## src/rtl/intr_entry_pkg.sv

```systemverilog
package intr_entry_pkg;

    localparam int SEQ_ADDR_W = 16;
    localparam int SEQ_DATA_W = 8;

    typedef enum logic [1:0] {
        KIND_IRQ = 2'd0,
        KIND_NMI = 2'd1,
        KIND_BRK = 2'd2
    } kind_e;

    typedef enum logic [2:0] {
        ST_IDLE,
        ST_RD1,
        ST_RD2,
        ST_PUSH_HI,
        ST_PUSH_LO,
        ST_PUSH_PSW,
        ST_VEC_LO,
        ST_VEC_HI
    } phase_e;

    typedef struct packed {
        phase_e                  phase;
        kind_e                   kind;
        logic                    use_nmi;
        logic [SEQ_ADDR_W-1:0]   pc;
        logic [SEQ_DATA_W-1:0]   sp;
    } seq_regs_t;

endpackage

```

## src/rtl/intr_status_pack.sv

```systemverilog
module intr_status_pack
    import intr_entry_pkg::*;
(
    input  logic                  n_i,
    input  logic                  v_i,
    input  logic                  b_i,
    input  logic                  d_i,
    input  logic                  i_i,
    input  logic                  z_i,
    input  logic                  c_i,
    output logic [SEQ_DATA_W-1:0] psw_o
);
    // Fixed bit order: a stacked byte is decoded by the return path.
    always_comb begin
        psw_o    = '0;
        psw_o[7] = n_i;
        psw_o[6] = v_i;
        psw_o[5] = 1'b1;
        psw_o[4] = b_i;
        psw_o[3] = d_i;
        psw_o[2] = i_i;
        psw_o[1] = z_i;
        psw_o[0] = c_i;
    end
endmodule

```

## src/rtl/intr_vec_sel.sv

```systemverilog
module intr_vec_sel
    import intr_entry_pkg::*;
#(
    parameter logic [SEQ_ADDR_W-1:0] IRQ_VEC = 16'hFFFE,
    parameter logic [SEQ_ADDR_W-1:0] NMI_VEC = 16'hFFFA
) (
    input  logic                  use_nmi_i,
    input  logic                  hi_i,
    output logic [SEQ_ADDR_W-1:0] addr_o
);
    logic [SEQ_ADDR_W-1:0] base;
    always_comb begin
        base   = use_nmi_i ? NMI_VEC : IRQ_VEC;
        addr_o = base + {{(SEQ_ADDR_W-1){1'b0}}, hi_i};
    end
endmodule

```

## src/rtl/intr_entry_seq.sv

```systemverilog
module intr_entry_seq
    import intr_entry_pkg::*;
#(
    parameter logic [SEQ_DATA_W-1:0] STACK_PAGE = 8'h01,
    parameter logic [SEQ_ADDR_W-1:0] IRQ_VEC    = 16'hFFFE,
    parameter logic [SEQ_ADDR_W-1:0] NMI_VEC    = 16'hFFFA
) (
    input  logic                  clk,
    input  logic                  rst_n,
    input  logic                  start_i,
    input  logic [1:0]            kind_i,
    input  logic [SEQ_ADDR_W-1:0] pc_i,
    input  logic [SEQ_DATA_W-1:0] sp_i,
    input  logic                  flag_n_i,
    input  logic                  flag_v_i,
    input  logic                  flag_d_i,
    input  logic                  flag_i_i,
    input  logic                  flag_z_i,
    input  logic                  flag_c_i,
    input  logic                  nmi_pend_i,
    input  logic [SEQ_DATA_W-1:0] rdata_i,
    output logic [SEQ_ADDR_W-1:0] addr_o,
    output logic [SEQ_DATA_W-1:0] wdata_o,
    output logic                  we_o,
    output logic [SEQ_ADDR_W-1:0] pc_o,
    output logic [SEQ_DATA_W-1:0] sp_o,
    output logic                  i_set_o,
    output logic                  nmi_clr_o,
    output logic                  nmi_delay_o,
    output logic                  busy_o,
    output logic                  done_o
);
    localparam int HI_LSB = SEQ_ADDR_W - SEQ_DATA_W;
    localparam logic [SEQ_DATA_W-1:0] SP_STEP = 1;
    localparam logic [SEQ_ADDR_W-1:0] PC_STEP = 1;

    seq_regs_t r_d, r_q;

    logic                  is_brk;
    logic                  vec_hi;
    logic [SEQ_ADDR_W-1:0] vec_addr;
    logic [SEQ_DATA_W-1:0] psw;
    logic [SEQ_ADDR_W-1:0] stack_addr;

    assign is_brk     = (r_q.kind == KIND_BRK);
    assign stack_addr = {STACK_PAGE, r_q.sp};

    intr_status_pack u_pack (
        .n_i   (flag_n_i),
        .v_i   (flag_v_i),
        .b_i   (is_brk),
        .d_i   (flag_d_i),
        .i_i   (flag_i_i),
        .z_i   (flag_z_i),
        .c_i   (flag_c_i),
        .psw_o (psw)
    );

    intr_vec_sel #(
        .IRQ_VEC (IRQ_VEC),
        .NMI_VEC (NMI_VEC)
    ) u_vec (
        .use_nmi_i (r_q.use_nmi),
        .hi_i      (vec_hi),
        .addr_o    (vec_addr)
    );

    always_comb begin
        r_d         = r_q;
        addr_o      = r_q.pc;
        wdata_o     = '0;
        we_o        = 1'b0;
        i_set_o     = 1'b0;
        nmi_clr_o   = 1'b0;
        nmi_delay_o = 1'b0;
        done_o      = 1'b0;
        vec_hi      = 1'b0;
        unique case (r_q.phase)
            ST_IDLE: begin
                if (start_i) begin
                    r_d.kind    = (kind_i == KIND_NMI) ? KIND_NMI :
                                  (kind_i == KIND_BRK) ? KIND_BRK : KIND_IRQ;
                    r_d.use_nmi = (kind_i == KIND_NMI);
                    r_d.pc      = pc_i;
                    r_d.sp      = sp_i;
                    r_d.phase   = ST_RD1;
                end
            end
            ST_RD1: begin
                if (is_brk) begin
                    r_d.pc    = r_q.pc + PC_STEP;
                    r_d.phase = ST_PUSH_HI;
                end else begin
                    r_d.phase = ST_RD2;
                end
            end
            ST_RD2: begin
                r_d.phase = ST_PUSH_HI;
            end
            ST_PUSH_HI: begin
                addr_o    = stack_addr;
                we_o      = 1'b1;
                wdata_o   = r_q.pc[SEQ_ADDR_W-1:HI_LSB];
                r_d.sp    = r_q.sp - SP_STEP;
                r_d.phase = ST_PUSH_LO;
            end
            ST_PUSH_LO: begin
                addr_o    = stack_addr;
                we_o      = 1'b1;
                wdata_o   = r_q.pc[SEQ_DATA_W-1:0];
                r_d.sp    = r_q.sp - SP_STEP;
                r_d.phase = ST_PUSH_PSW;
            end
            ST_PUSH_PSW: begin
                addr_o    = stack_addr;
                we_o      = 1'b1;
                wdata_o   = psw;
                i_set_o   = 1'b1;
                r_d.sp    = r_q.sp - SP_STEP;
                if (is_brk && nmi_pend_i) begin
                    nmi_clr_o   = 1'b1;
                    r_d.use_nmi = 1'b1;
                end
                r_d.phase = ST_VEC_LO;
            end
            ST_VEC_LO: begin
                addr_o                  = vec_addr;
                nmi_delay_o             = is_brk && !r_q.use_nmi;
                r_d.pc[SEQ_DATA_W-1:0]  = rdata_i;
                r_d.phase               = ST_VEC_HI;
            end
            ST_VEC_HI: begin
                vec_hi                         = 1'b1;
                addr_o                         = vec_addr;
                done_o                         = 1'b1;
                r_d.pc[SEQ_ADDR_W-1:HI_LSB]    = rdata_i;
                r_d.phase                      = ST_IDLE;
            end
            default: r_d.phase = ST_IDLE;
        endcase
    end

    always_ff @(posedge clk or negedge rst_n) begin
        if (!rst_n) begin
            r_q.phase   <= ST_IDLE;
            r_q.kind    <= KIND_IRQ;
            r_q.use_nmi <= 1'b0;
            r_q.pc      <= '0;
            r_q.sp      <= '0;
        end else begin
            r_q <= r_d;
        end
    end

    assign pc_o   = r_q.pc;
    assign sp_o   = r_q.sp;
    assign busy_o = (r_q.phase != ST_IDLE);

    // no bus write while idle
    a_r1_idle_no_write: assert property (@(posedge clk) disable iff (!rst_n)
        !busy_o |-> !we_o);
    // every push leaves SP one lower
    a_r3_push_decrements: assert property (@(posedge clk) disable iff (!rst_n)
        we_o |=> (sp_o == $past(sp_o) - SP_STEP));
    // the disable flag is raised only together with a stack write
    a_r5_iset_on_push: assert property (@(posedge clk) disable iff (!rst_n)
        i_set_o |-> (we_o && addr_o[SEQ_ADDR_W-1:HI_LSB] == STACK_PAGE));
    // a takeover is followed by the NMI vector fetch
    a_r8_clear_then_nmi_vec: assert property (@(posedge clk) disable iff (!rst_n)
        nmi_clr_o |=> (addr_o == NMI_VEC && !we_o));
    // the hold-off coincides with the break vector low read
    a_r9_delay_at_brk_vec: assert property (@(posedge clk) disable iff (!rst_n)
        nmi_delay_o |-> (addr_o == IRQ_VEC && !we_o));
    // done is a single pulse followed by idle
    a_r10_done_pulse: assert property (@(posedge clk) disable iff (!rst_n)
        done_o |=> (!done_o && !busy_o));

endmodule

```

## config.mk

```make
export PLATFORM = sky130hd
export DESIGN_NAME = intr_entry_seq
export DESIGN_NICKNAME = d
export VERILOG_FILES = /design/src/rtl/intr_entry_pkg.sv /design/src/rtl/intr_status_pack.sv /design/src/rtl/intr_vec_sel.sv /design/src/rtl/intr_entry_seq.sv
export SDC_FILE = /design/constraint.sdc
export NUM_CORES = 1
export LEC_CHECK = 0
export BUFFER_PORTS_ARGS = -buffer_cell sky130_fd_sc_hd__buf_2
export CORE_ASPECT_RATIO = 1.4
export CORE_UTILIZATION = 50
export DETAILED_ROUTE_END_ITERATION = 16
export PLACE_DENSITY = 0.88
export SETUP_SLACK_MARGIN = 0.15
export SLEW_MARGIN = 40
export SYNTH_ARGS = -nofsm -noshare
export SYNTH_HDL_FRONTEND = slang
export SYNTH_SLANG_ARGS = --single-unit
```

## constraint.sdc

```tcl
create_clock -name clk -period 2.6 [get_ports clk]
set_input_delay 0.39 -clock clk [delete_from_list [all_inputs] [get_ports clk]]
set_output_delay 0.39 -clock clk [all_outputs]
set_load 0.05 [all_outputs]
```

==> flow_summary.ini, run 1 <==
[status]
outcome = finished, final reports clean

[placement]
port_buffers = 97
place_hpwl_mm = 6.28
gp_congestion = 1.04

[clock_network]
root_buffer = clkbuf_8
htreeDepth = 2
cts_sinks = 30
cts_tree = yes
clockBufferDepth = 2
postCtsHoldBufs = 0
worst_skew_pair.late_latency_ns = 0.29
cts_buffers = 5
clkSlewWorstSetupHoldPaths_ns = 0.07

[yosys]
synth_fp_nets = 403
synth_edf_count = 0
yosysSeqAreaShare = 0.288
yosysWarnings = 0
avgSynthCellArea_sq_um = 7.39
synthArstFlopShare = 1.00
syn_area_sq_mm = 0.00261
synth-main-ff-cell = dfrtp_1
ys_ff_latch = 30
ys_types = 50
postSynthCellCount = 353

[global_route]
antenna_found_initial = 0
grt_pass1_vias = 2692
grt_pass1_wl_mm = 13.0
grt.overflow.total = 0
grt_usage = 0.310
grt_max_degree = 31

[sta]
rsz0062_at_grt = true
fin_worst_skew_ns = 0.00997
setup_viol = 0
final_hold_viol_count = 0
fmax_mhz = 421
worstMarginPinSlew_ns = 0.729
period_share = 0.913
slew_viol_final = 0
tns_ns = 0
min_period_ns = 2.37
slew_headroom = 0.512

[floorplan]
coreArea_sq_mm = 0.00492
start_util = 0.530
num_rows = 30
die_height_um = 87.4
dieArea_sq_mm = 0.00551
fp.dieW_um = 63.0
pin_count = 98

[drt]
ant_nets = 0
first_iter_violations = 277
drt_wl_total_mm = 8.44
drc = 0
wl_per_cell_um = 17.4
vias = 3031
viasPerCell = 6.24
first_pass_iters = 6

[worst_setup_path]
path_class = reg -> out
rr_startpoint = r_q[28]
end_kind = primary output
cp-startpoint = r_q[28]
cp.arrival_ns = 1.98
cp_slowest_cell = dfrtp_1
max_stage_delay_ns = 0.40
required_ns = 2.21
start_kind = register
crit_chain = inv_1 > ha_2 > nor2_2 > a21o_4 > inv_4 > nand2_1 > o211ai_1 > buf_4
crit_fanout = 16

[min_path]
hold_path_class = in -> async

[flow_run]
drv_cap = 0

[layout]
final_layout_size_suffix_gt1_frac = 0.315
diodes = 0
fin_nets = 472
syn_to_final_growth_pct = 19.3
repair_timing:
action                                  4_1_cts  5_1_grt
cloned                                        0        0
endpoints found under the setup margin       14       24
pin swaps                                     1        1
buffers inserted                              3        0
endpoints found under the hold margin         0        0
resized for setup                             8       11
kinds of logic (layout without fill, tap and decap cells):
family / after synthesis / count (layout) / synth area share
flops: 30 / 30 / 0.288
fa+ha+maj: 6 / 6 / 0.0288
mux: 3 / 3 / 0.0115
simple gates: 151 / 151 / 0.276
buf+inv: 58 / 127 / 0.124
compound gates: 105 / 105 / 0.272
layout by cell type, fill, tap and decap left out, drive strengths merged, types with 3 or more instances in the layout:
| master | count |
|---|---|
| ha | 6 |
| nand2b | 5 |
| nor2 | 23 |
| nor3 | 5 |
| a221oi | 6 |
| and3 | 11 |
| clkbuf | 10 |
| o22ai | 7 |
| and2 | 5 |
| mux2i | 3 |
| nand3 | 19 |
| a31oi | 7 |
| inv | 9 |
| buf | 107 |
| o211ai | 3 |
| a21oi | 17 |
| a22oi | 9 |
| o21ai | 30 |
| nand4 | 4 |
| dfrtp | 30 |
| nor3b | 5 |
| o31a | 4 |
| nand2 | 65 |
| nor2b | 5 |
synthesized netlist by cell type (2+ instances only):
library cell  instances  area, sq um
nor3_1                5         25.0
a22oi_1               9         67.6
nand4_1               3         18.8
and2_1                5         31.3
nor2b_1               5         31.3
nand2_1              65          244
a21o_1                2         15.0
nand3_1              19         95.1
o21a_1                2         15.0
nor3b_1               5         37.5
nor2_1               23         86.3
o31a_1                4         35.0
clkbuf_1             14         52.6
o21ai_1              12         60.1
a21oi_1              16         80.1
a222oi_1              2         20.0
or2_2                 2         12.5
inv_1                 8         30.0
nand2b_1              5         31.3
ha_1                  6         75.1
a22o_1                2         17.5
a221oi_1              5         43.8
buf_4                25          188
dfrtp_1              30          751
o211ai_1              3         22.5
o22ai_1               7         43.8
o21ai_0              18         90.1
buf_2                 9         45.0
a31oi_1               7         43.8
a32oi_1               2         17.5
o32ai_1               2         17.5
mux2i_1               3         30.0
o31ai_1               2         15.0
and3_1               10         62.6
through the flow:
step           cell area (sq um)  worst slack [ns]  hold WS [ns]  cells   util
3_3_place_gp                2960             0.341         0.474    476  0.603
2_1_floorplan               2610            0.0621        0.0944    353      -
6_report                    3110             0.227         0.152    486  0.633
5_1_grt                     3110            0.0933         0.201    486  0.633
3_5_place_dp                2960             0.255         0.482    476  0.603
4_1_cts                     3080             0.150         0.167    486  0.627
final cells by class:
cell class                      instances  area, sq um
Fill cell                             434         1810
Tap cell                               64         80.1
Multi-Input combinational cell        265         1560
Inverter                               10         41.3
Timing Repair Buffer                  110          601
Sequential cell                        30          751
Clock buffer                            7         76.3
final timing paths:
path | to | slack (ns) | depth (start not counted)
setup / recovery | addr_o[2] | 0.23 | 8
hold / removal | pc_o[13] | 0.15 | 1
setup reg to reg | pc_o[11] | 0.42 | 6
hold reg to reg | r_q[25] | 0.50 | 1
max in group asynchronous | sp_o[1] | 1.99 | 1
min in group clk | sp_o[1] | 0.36 | 3
registers in the layout (all words and copies together) (netlist names):
| signal | flops |
|---|---|
| pc_o | 16 |
| sp_o | 8 |
| r_q | 6 |
per-layer routing:
| layer | track usage | routed length [um] |
|---|---|---|
| met1 | 0.361 | 3020 |
| met2 | 0.525 | 4130 |
| met3 | 0.0654 | 937 |
| met4 | 0.178 | 357 |
| met5 | 0 | 0 |
critical path, delay by kind of cell, from the launching register on:
kind	cells	cell delay [ns]
AO/OA/AOI/OAI	2	0.38
flip-flops	1	0.40
adder cells (fa/ha/maj)	1	0.26
buffers and inverters	3	0.51
AND/OR/NAND/NOR	2	0.16
Power of run 1 is not shown: default switching activity piles up to over one toggle a cycle in this logic, so the estimate is an artifact.
==> run 2: changes to the inputs <==
--- a/config.mk
+++ b/config.mk
@@ -9,7 +9,7 @@
 export CORE_ASPECT_RATIO = 1.4
 export CORE_UTILIZATION = 50
 export DETAILED_ROUTE_END_ITERATION = 16
-export PLACE_DENSITY = 0.88
+export PLACE_DENSITY = 0.81
 export SETUP_SLACK_MARGIN = 0.15
 export SLEW_MARGIN = 40
 export SYNTH_ARGS = -nofsm -noshare
==> run 2 against run 1 <==
Against the previous run:
- die area stayed put
- first-iteration DRC count rose by 19%
- clock skew is 0.0054 ns lower
- highest routed layer unchanged
- critical path type unchanged
- maximum frequency is 1.1% lower
- non-clock buffer count rose by 4
- wire length decreased by 0.72%
- sequential cell count did not move
- cell area is 1.7% higher
- critical path depth is the same
- count of clock-buffer cells in the layout is the same
==> flow_summary.ini, run 2 (synthesized netlist as in run 1, its figures left out) <==
[clock_network]
cts_sinks = 30
root_buffer = clkbuf_8
clockBufferDepth = 2
cts_tree = yes
clkSlewWorstSetupHoldPaths_ns = 0.06
cts_buffers = 5
postCtsHoldBufs = 0
worst_skew_pair.late_latency_ns = 0.28
htreeDepth = 2

[layout]
largest_register_ffs = 16
diodes = 0
fin_nets = 476
syn_to_final_growth_pct = 21.4
fillers = 433
final_cell_mix = 95 x buf_2, 65 x nand2_1, 28 x dfrtp_1, 21 x nor2_1, 19 x nand3_1
multiInputGateArea_sq_mm = 0.00159
final_layout_size_suffix_gt1_frac = 0.326
regArea_sq_um = 753
final_common_cell = buf_2

[global_route]
grt_use_met1 = 0.357
grt_pass1_vias = 2618
grt_busiest_layer = met2
grt_use_met2 = 0.520
grt_usage = 0.296
antenna_found_initial = 0
grt_max_degree = 31
grt.overflow.total = 0
met3_usage = 0.0510
grt_pass1_wl_mm = 12.5

[sta]
slew_headroom = 0.499
fin_worst_skew_ns = 0.00456
period_share = 0.923
rsz0062_at_grt = false
final_hold_viol_count = 0
min_period_ns = 2.40
tns_ns = 0
worstMarginPinSlew_ns = 0.748
setup_viol = 0
slew_viol_final = 0
fmax_mhz = 417

[worst_setup_path]
path_buf_inv = 4
crit_fanout = 7
path_common_cell = buf_4
required_ns = 2.21
cp_slowest_cell = dfrtp_1
path_class = reg -> out
crit_chain = inv_2 > ha_4 > nor2_4 > a21o_1 > buf_4 > buf_2 > o211ai_1 > buf_4
end_kind = primary output
cp.arrival_ns = 2.01
max_stage_delay_ns = 0.43
path_delay_family = buffers and inverters
start_kind = register

[placement]
gp_congestion = 1.06
place_hpwl_mm = 6.07
port_buffers = 97

[flow_run]
drv_cap = 0

[floorplan]
coreArea_sq_mm = 0.00492
fp.dieW_um = 63.0
pin_count = 98
dieArea_sq_mm = 0.00551
num_rows = 30
start_util = 0.530
die_height_um = 87.4

[drt]
first_pass_iters = 5
viasPerCell = 6.24
vias = 3059
ant_nets = 0
drc = 0
wl_per_cell_um = 17.1
first_iter_violations = 330
drt_wl_total_mm = 8.38

[min_path]
hold_path_class = in -> async

[status]
outcome = finished, final reports clean
## run 2: cell count changes in the layout (fill, tap and decap cells not counted), moves of 2 or more
| cell | delta |
|---|---|
| inv_2 | +2 |
| ha_4 | +3 |
| clkbuf_4 | -3 |
| inv_1 | -2 |
| ha_2 | -2 |
| buf_2 | +5 |
| dfrtp_1 | -2 |
| and2_1 | +2 |
| dfrtp_2 | +2 |
## run 2: area by class of cell
type,count,area share
multi-input combinational,265,0.502
sequential,30,0.238
timing repair buffer,114,0.197
tap,64,0.0253
clock buffer,7,0.0241
inverter,10,0.0138
## run 2: routing by layer
metal / vias up / wire length, um
met5: - / 0
li1: 1410 / -
met4: 0 / 310
met3: 38 / 811
met1: 1388 / 3180
met2: 223 / 4080
## run 2: path summary, 6_finish.rpt
kind | startpoint | end | slack [ns] | depth (start not counted)
max reg2reg | r_q[28] | pc_o[13] | 0.38 | 7
max | r_q[28] | addr_o[1] | 0.20 | 8
max in group asynchronous | rst_n | r_q[29] | 1.95 | 1
min reg2reg | r_q[25] | r_q[25] | 0.50 | 1
min in group clk | sp_i[1] | sp_o[1] | 0.36 | 3
min | rst_n | r_q[24] | 0.15 | 1
## run 2: worst reg2reg max path: stages, from the launching register on
cell and delay (ns):
dfrtp_1 0.42, inv_2 0.10, ha_4 0.18, nor2b_1 0.14, a2111oi_2 0.56, nor2_1 0.32
a21oi_1 0.22, o22ai_1 0.12
## run 2: metrics by stage
step | area, sq um | utilization | hold WS [ns] | setup slack, ns | std cells
floorplan | 2610 | - | 0.0944 | 0.0621 | 353
detailed placement | 2950 | 0.600 | 0.488 | 0.270 | 474
finish | 3160 | 0.644 | 0.152 | 0.201 | 490
global placement | 2950 | 0.600 | 0.478 | 0.366 | 474
global route | 3160 | 0.644 | 0.193 | 0.137 | 490
CTS | 3040 | 0.618 | 0.188 | 0.146 | 481
## run 2: repair_timing
item	CTS	global route
hold endpoints to repair	0	0
gates cloned	0	1
buffers inserted	0	8
pin swaps	0	1
resized for setup	5	17
setup endpoints to repair	22	25
Power of run 2 is left out for the same reason.
